File: src/rtl/bkpt_tag_ctrl.sv
module bkpt_tag_ctrl #(
  parameter int STAGES  = 3,
  parameter int ADDR_W  = 24,
  parameter int FC_W    = 3,
  parameter int BKPT_ID = 0
) (
  input  logic              clk,
  input  logic              rst_n,
  input  logic              bkpt_n,
  input  logic              fetch_valid,
  input  logic              fetch_is_op,
  input  logic              insn_done,
  input  logic              flush,
  input  logic              bdm_en,
  input  logic              bus_done,
  output logic              ack_req,
  output logic              dbg_enter,
  output logic [ADDR_W-1:0] cpu_addr,
  output logic [FC_W-1:0]   cpu_fc
);
  localparam int LAST = STAGES - 1;
  localparam logic [3:0] TYPE_BKPT = 4'h0;
  localparam logic [ADDR_W-1:0] ACK_ADDR =
    (ADDR_W'(TYPE_BKPT) << 16) | (ADDR_W'(BKPT_ID) << 2);

  logic [STAGES-1:0] tag, tag_nx;
  logic              op_tag, op_nx;
  logic              hit, shift, retire, fire;

  assign hit    = ~bkpt_n & fetch_valid & ~ack_req;
  assign shift  = fetch_valid & ~fetch_is_op;
  assign retire = insn_done & ~ack_req;
  assign fire   = retire & (tag[LAST] | op_tag);

  always_comb begin
    tag_nx = tag;
    op_nx  = op_tag;
    if (retire) begin
      tag_nx[LAST] = 1'b0;
      op_nx        = 1'b0;
    end
    if (shift) tag_nx = {tag_nx[LAST-1:0], hit};
    if (hit & fetch_is_op) op_nx = 1'b1;
    if (flush) begin
      tag_nx = '0;
      op_nx  = 1'b0;
    end
  end

  always_ff @(posedge clk or negedge rst_n) begin
    if (!rst_n) begin
      tag       <= '0;
      op_tag    <= 1'b0;
      ack_req   <= 1'b0;
      dbg_enter <= 1'b0;
    end else begin
      tag       <= tag_nx;
      op_tag    <= op_nx;
      dbg_enter <= fire & bdm_en;
      if (fire)          ack_req <= ~bdm_en;
      else if (bus_done) ack_req <= 1'b0;
    end
  end

  assign cpu_fc   = ack_req ? '1 : '0;
  assign cpu_addr = ack_req ? ACK_ADDR : '0;

  assert_ack_held_R5: assert property (@(posedge clk) disable iff (!rst_n)
    (ack_req && !bus_done) |=> ack_req);

  assert_ack_after_done_R2: assert property (@(posedge clk) disable iff (!rst_n)
    $rose(ack_req) |-> $past(insn_done));

  assert_flush_clears_R4: assert property (@(posedge clk) disable iff (!rst_n)
    flush |=> (tag == '0 && !op_tag));

  assert_dbg_excl_R7: assert property (@(posedge clk) disable iff (!rst_n)
    dbg_enter |-> !ack_req);

  assert_busy_no_tag_R6: assert property (@(posedge clk) disable iff (!rst_n)
    (ack_req && fetch_is_op && !insn_done && !flush) |=> (op_tag == $past(op_tag)));
endmodule

File: config.mk
export PLATFORM = sky130hd
export DESIGN_NAME = bkpt_tag_ctrl
export DESIGN_NICKNAME = d
export VERILOG_FILES = /design/src/rtl/bkpt_tag_ctrl.sv
export SDC_FILE = /design/constraint.sdc
export NUM_CORES = 1
export LEC_CHECK = 0
export BUFFER_PORTS_ARGS = -buffer_cell sky130_fd_sc_hd__buf_2
export CORE_AREA = 4 4 41 43
export CTS_CLUSTER_SIZE = 16
export DETAILED_ROUTE_END_ITERATION = 12
export DIE_AREA = 0 0 45 47
export HOLD_SLACK_MARGIN = 0.1
export PLACE_DENSITY = 0.74
export SYNTH_ARGS = -nofsm -noshare
export SYNTH_HDL_FRONTEND = slang
export SYNTH_SLANG_ARGS = --single-unit
File: constraint.sdc
create_clock -name clk -period 1.24 [get_ports clk]
set_input_delay 0.124 -clock clk [delete_from_list [all_inputs] [get_ports clk]]
set_output_delay 0.124 -clock clk [all_outputs]
set_load 0.05 [all_outputs]
==> out/metrics.csv, run 1 <==
metric,value,unit
status,"complete, no violations",
antenna_found_initial,0,
layout_setup_ws,0.155,ns
yosysUniqueCellTypes,15,
cts_made_buffers,3,
syn_avg_cell_area,8.97,um2
critical-path-top-delay-family,flip-flops,
cts_root_buf,clkbuf_4,
slew_violations,0,
num_rows,13,
drt_pass1_iterations,1,
grt_max_degree,8,
syn_area,475,um2
cts.clk_slew.worst_paths,0.04,ns
period_share,87.5,%
worst_ir_drop_vdd,0.348,mV
ioPinCount,38,
finClkSkew,0.00714,ns
slowest_delay,0.42,ns
power_density,1240,mW/mm2
port_buffers,13,
wl_per_cell,10.1,um
synthMuxAreaShare,0,%
cap_violations,0,
hp-class,in2reg,
syn2layout_area_growth,4.21,%
synth_top_family_by_area,buffers and inverters,
die_y,47,um
rsz0062_at_grt,false,
grt-ovfl-total,0,
clk_latency,0.25,ns
drtIter0Drc,0,
ys_warn_count,0,
period_needed,1.08,ns
finalInstanceArea,495,um2
ys_seq_area_share,31.6,%
finalSetupViolations,0,
place_inst,77,
vias,307,
grt_pass1_wl,1110,um
die-area,0.00212,mm2
cp_slowest_cell,dfrtp_1,
die_x,45,um
drc,0,
routed_wl,840,um
gr-max-usage-layer,met2,
drive_gt1_share,29.4,%
core,0.00130,mm2
final_hold_viol_count,0,
cts.sinks,6,
dp_slack,0.278,ns
synth_compound_area_share,9.21,%
placed_cell_area,443,um2
critPathCaptureType,primary output,
cp.required,1.12,ns
worst-path-buf-inv,1,
place_congestion,0.743,
cts_tree,built,
cts_htree_levels,1,
setup_tns,0,ns
met1_usage,6.00,%
synth-seq-cells,6,
n_antenna_cell,0,
initial_core_util,36.5,%
grt_pass1_vias,292,
power.leakage,0.276,nW
critPathArrivalTime,0.96,ns
hpwlAfterDp,682,um
grt.met2_usage,15.3,%
grt_use_met3,3.45,%
final_nets,79,
drtAntennaViolNets,0,
fmax,0.922,GHz
synth_fa_ha_area_share,0,%
crit_fanout,7,
ys_top_cells_by_area,"buf_4, dfrtp_1, nand2_1",
setup.worst_path.class,reg2out,
start_kind,flip-flop,
crit_path_cell_trace,buf_2,
avgViaCountPerCell,3.70,
grtUsageTotal,7.78,%
synthCells,53,
yosys.area.top_type,buf_4,
synthXorXnorAreaFrac,0,%
synth_top_area_share,42.6,%
stdcell_count,83,
finalPower,0.616,mW
synthSimpleGateAreaFrac,15.0,%
cts_max_path_buffers,2,
layout make-up:
type                    count  area (um2)
fillers                   146         806
multi-input cells          42         205
flip-flops and latches      6         150
repair buffers             16        95.1
clock buffers               3        22.5
well taps                  15        18.8
inverters                   1        3.75
worst paths after layout:
kind	slack, ns	cells past startpoint	startpoint	to
max	0.16	1	ack_req	cpu_fc[0]
min	0.11	2	bdm_en	ack_req
max reg2reg	0.29	2	ack_req	ack_req
min reg2reg	0.52	2	op_tag	op_tag
max in group asynchronous	0.85	2	rst_n	ack_req
min in group asynchronous	0.24	2	rst_n	dbg_enter
report_power, final:
part | switching (mW) | internal [mW] | leakage, nW
registers | 0.00332 | 0.201 | 0.0829
clock network | 0.0723 | 0.110 | 0.0138
logic | 0.201 | 0.0287 | 0.179
cell families after synthesis:
logic type / Yosys count
AOI/OAI and AO/OA: 5
buffers and inverters: 28
DFF: 6
other: 1
and+or+nand+nor: 13
placed cells by master, fill, tap and decap left out:
cell type      instances
o32ai_2                1
dfrtp_1                6
nor3b_1                1
buf_2                 13
nand3_1                1
conb_1                24
clkbuf_4               3
dlygate4sd3_1          3
inv_1                  1
nor2_1                 3
nand2_1                5
a32oi_1                1
a21oi_1                2
nand2b_1               1
and2b_2                1
nand2b_4               1
a21oi_2                1
cell usage after synthesis:
library cell  count
buf_4            27
dfrtp_1           6
nand2_1           5
nor2_1            3
a21oi_1           2
a21oi_2           1
a32oi_1           1
and2b_2           1
conb_1            1
inv_1             1
nand2b_1          1
nand2b_4          1
nand3_1           1
nor3b_1           1
o32ai_2           1
routing by layer:
metal | up-vias | part of all wire, %
li1 | 148 | -
met1 | 136 | 30
met2 | 23 | 55
met3 | 0 | 14
met4 | 0 | 0
met5 | - | 0
repair_timing:
action	in CTS	in global routing
hold endpoints to repair	11	0
buffers inserted	0	0
endpoints found under the setup margin	0	0
hold buffers	3	0
gates resized for setup	0	0
stage by stage:
| stage | hold WS (ns) | utilization, % |
|---|---|---|
| floorplan | -0.172 | - |
| global placement | -0.0436 | 34.0 |
| detailed placement | -0.0427 | 34.0 |
| CTS | 0.108 | 38.1 |
| global route | 0.106 | 38.1 |
| finish | 0.114 | 38.1 |
registers in the layout, indices dropped and copies added, names as in the netlist:
register / flops
ack_req: 1
dbg_enter: 1
op_tag: 1
tag: 3
Power figures use the tool's default switching activity.
==> run 2, diff against run 1 <==
==> config.mk (replaced) <==
export PLATFORM = sky130hd
export DESIGN_NAME = bkpt_tag_ctrl
export DESIGN_NICKNAME = d
export VERILOG_FILES = /design/src/rtl/bkpt_tag_ctrl.sv
export SDC_FILE = /design/constraint.sdc
export NUM_CORES = 1
export LEC_CHECK = 0
export CORE_AREA = 4 4 41 43
export CTS_CLUSTER_SIZE = 16
export DETAILED_ROUTE_END_ITERATION = 12
export DIE_AREA = 0 0 45 47
export DONT_BUFFER_PORTS = 1
export HOLD_SLACK_MARGIN = 0.1
export SYNTH_ARGS = -nofsm -noshare
export SYNTH_HDL_FRONTEND = slang
export SYNTH_SLANG_ARGS = --single-unit
==> run 2 against run 1 <==
  * Combinational power hardly changed
  * Sequential power is essentially flat
  * Clock skew about the same
  * Maximum frequency increased by 5.3%
  * Critical path depth is the same
  * Final cell count fell by 7.2%
  * Count of clock-buffer cells in the layout increased by 1
  * First-iteration DRC count did not move
  * Critical path type unchanged
  * Critical endpoint is now ack_req
  * Highest routed layer unchanged
==> out/metrics.csv, run 2 (same netlist as run 1, synthesis figures left out) <==
metric,value,unit
grtUsageTotal,8.02,%
critPathCaptureType,primary output,
hold_end,tag[0],
hp-class,in2reg,
grt-ovfl-total,0,
ff2ff_setup_slack,0.29,ns
cap_violations,0,
drtAntennaViolNets,0,
cts.sinks,6,
cp.required,1.12,ns
crit_fanout,4,
critical-path-top-delay-family,flip-flops,
vias,289,
layout_commonest_cell,conb_1,
final_nets,72,
cts.clk_slew.worst_paths,0.05,ns
period_share,83.1,%
worst-path-buf-inv,1,
routed_wl,772,um
crit_path_cell_trace,buf_12,
syn2layout_area_growth,6.32,%
whs,0.134,ns
setup_tns,0,ns
period_needed,1.03,ns
status,"complete, no violations",
cts_tree,built,
drc,0,
drive_gt1_share,14.5,%
rsz0062_at_grt,false,
drtIter0Drc,0,
cts_made_buffers,3,
final_hold_viol_count,0,
clk_latency,0.25,ns
hpwlAfterDp,583,um
port_buffers,0,
ff2ff_path_depth,2,
critPathArrivalTime,0.91,ns
n_antenna_cell,0,
slew_violations,0,
largest_register_ffs,3,
slowest_delay,0.40,ns
core,0.00130,mm2
die-area,0.00212,mm2
final_cell_mix,"conb_1, dlygate4sd3_1, nand2_1, dfrtp_1",
worstHoldPathCells,3,
initial_core_util,36.5,%
start_kind,flip-flop,
r2r_start,ack_req,
grt_pass1_vias,300,
place_congestion,0.663,
placed_cell_area,399,um2
die_y,47,um
finalInstanceArea,505,um2
path_depth,1,
largest_register,tag,
cts_resized,0,
cts_hold_buffers,8,
cts_root_buf,clkbuf_4,
finalSetupViolations,0,
cts_htree_levels,1,
holdCritStartpoint,fetch_valid,
post_cts_buffers,0,
avgViaCountPerCell,3.75,
drt_pass1_iterations,1,
grt_pass1_wl,1180,um
die_x,45,um
wl_per_cell,10.0,um
num_rows,13,
finClkSkew,0.00726,ns
setup.worst_path.class,reg2out,
power.leakage,0.246,nW
ioPinCount,38,
cts_max_path_buffers,2,
r2r-end,ack_req,
antenna_found_initial,0,
grt_max_degree,7,
post-route-util,38.8,%
worst_ir_drop_vdd,0.559,mV
cp_slowest_cell,dfrtp_2,
power_density,1250,mW/mm2
fmax,0.970,GHz
==> run 2: cell types whose count changed in the layout (fill, tap and decap cells not counted) <==
| cell | change |
|---|---|
| dfrtp_2 | +1 |
| dlygate4sd3_1 | +5 |
| buf_2 | -13 |
| clkbuf_1 | +1 |
| dfrtp_1 | -1 |
| buf_12 | +1 |
==> run 2: through the flow <==
| stage | setup slack (ns) | std cells | power, mW |
|---|---|---|---|
| final | 0.209 | 77 | 0.630 |
| after global routing | 0.164 | 77 | 0.666 |
| after CTS | 0.195 | 77 | 0.642 |
| after detailed placement | 0.269 | 65 | 0.408 |
| after global placement | 0.309 | 65 | 0.407 |
| after floorplan | 0.0274 | 76 | 0.463 |
==> run 2: layout make-up <==
cell class	count	area (um2)
Fill cell	142	796
Multi-Input combinational cell	42	205
Sequential cell	6	151
Timing Repair Buffer	9	100
Clock buffer	4	26.3
Tap cell	15	18.8
Inverter	1	3.75
==> run 2: worst max path at each step <==
stage | slack, ns | startpoint | end
4_1_cts | 0.20 | ack_req | cpu_fc[0]
2_1_floorplan | 0.03 | ack_req | tag[2]
5_1_grt | 0.16 | ack_req | ack_req
6_report | 0.21 | ack_req | ack_req
3_3_place_gp | 0.31 | ack_req | ack_req
3_5_place_dp | 0.27 | ack_req | ack_req
==> run 2: worst min-delay path: cells and delay by family <==
kind / cells / cell delay, ns
simple gates: 2 / 0.15
compound gates: 1 / 0.06
==> run 2: layer usage <==
metal / global-route usage, % / up-vias / wire, um
met5: 0 / - / 0
met4: 2.34 / 0 / 0
met3: 6.13 / 0 / 125
met2: 13.8 / 24 / 365
met1: 7.39 / 127 / 281
li1: - / 138 / -
==> run 2: power breakdown <==
part,leakage [nW],total (mW),switching (mW),internal [mW]
logic,0.149,0.228,0.196,0.0315
registers,0.0813,0.206,0.00508,0.201
clock network,0.0150,0.196,0.0738,0.122
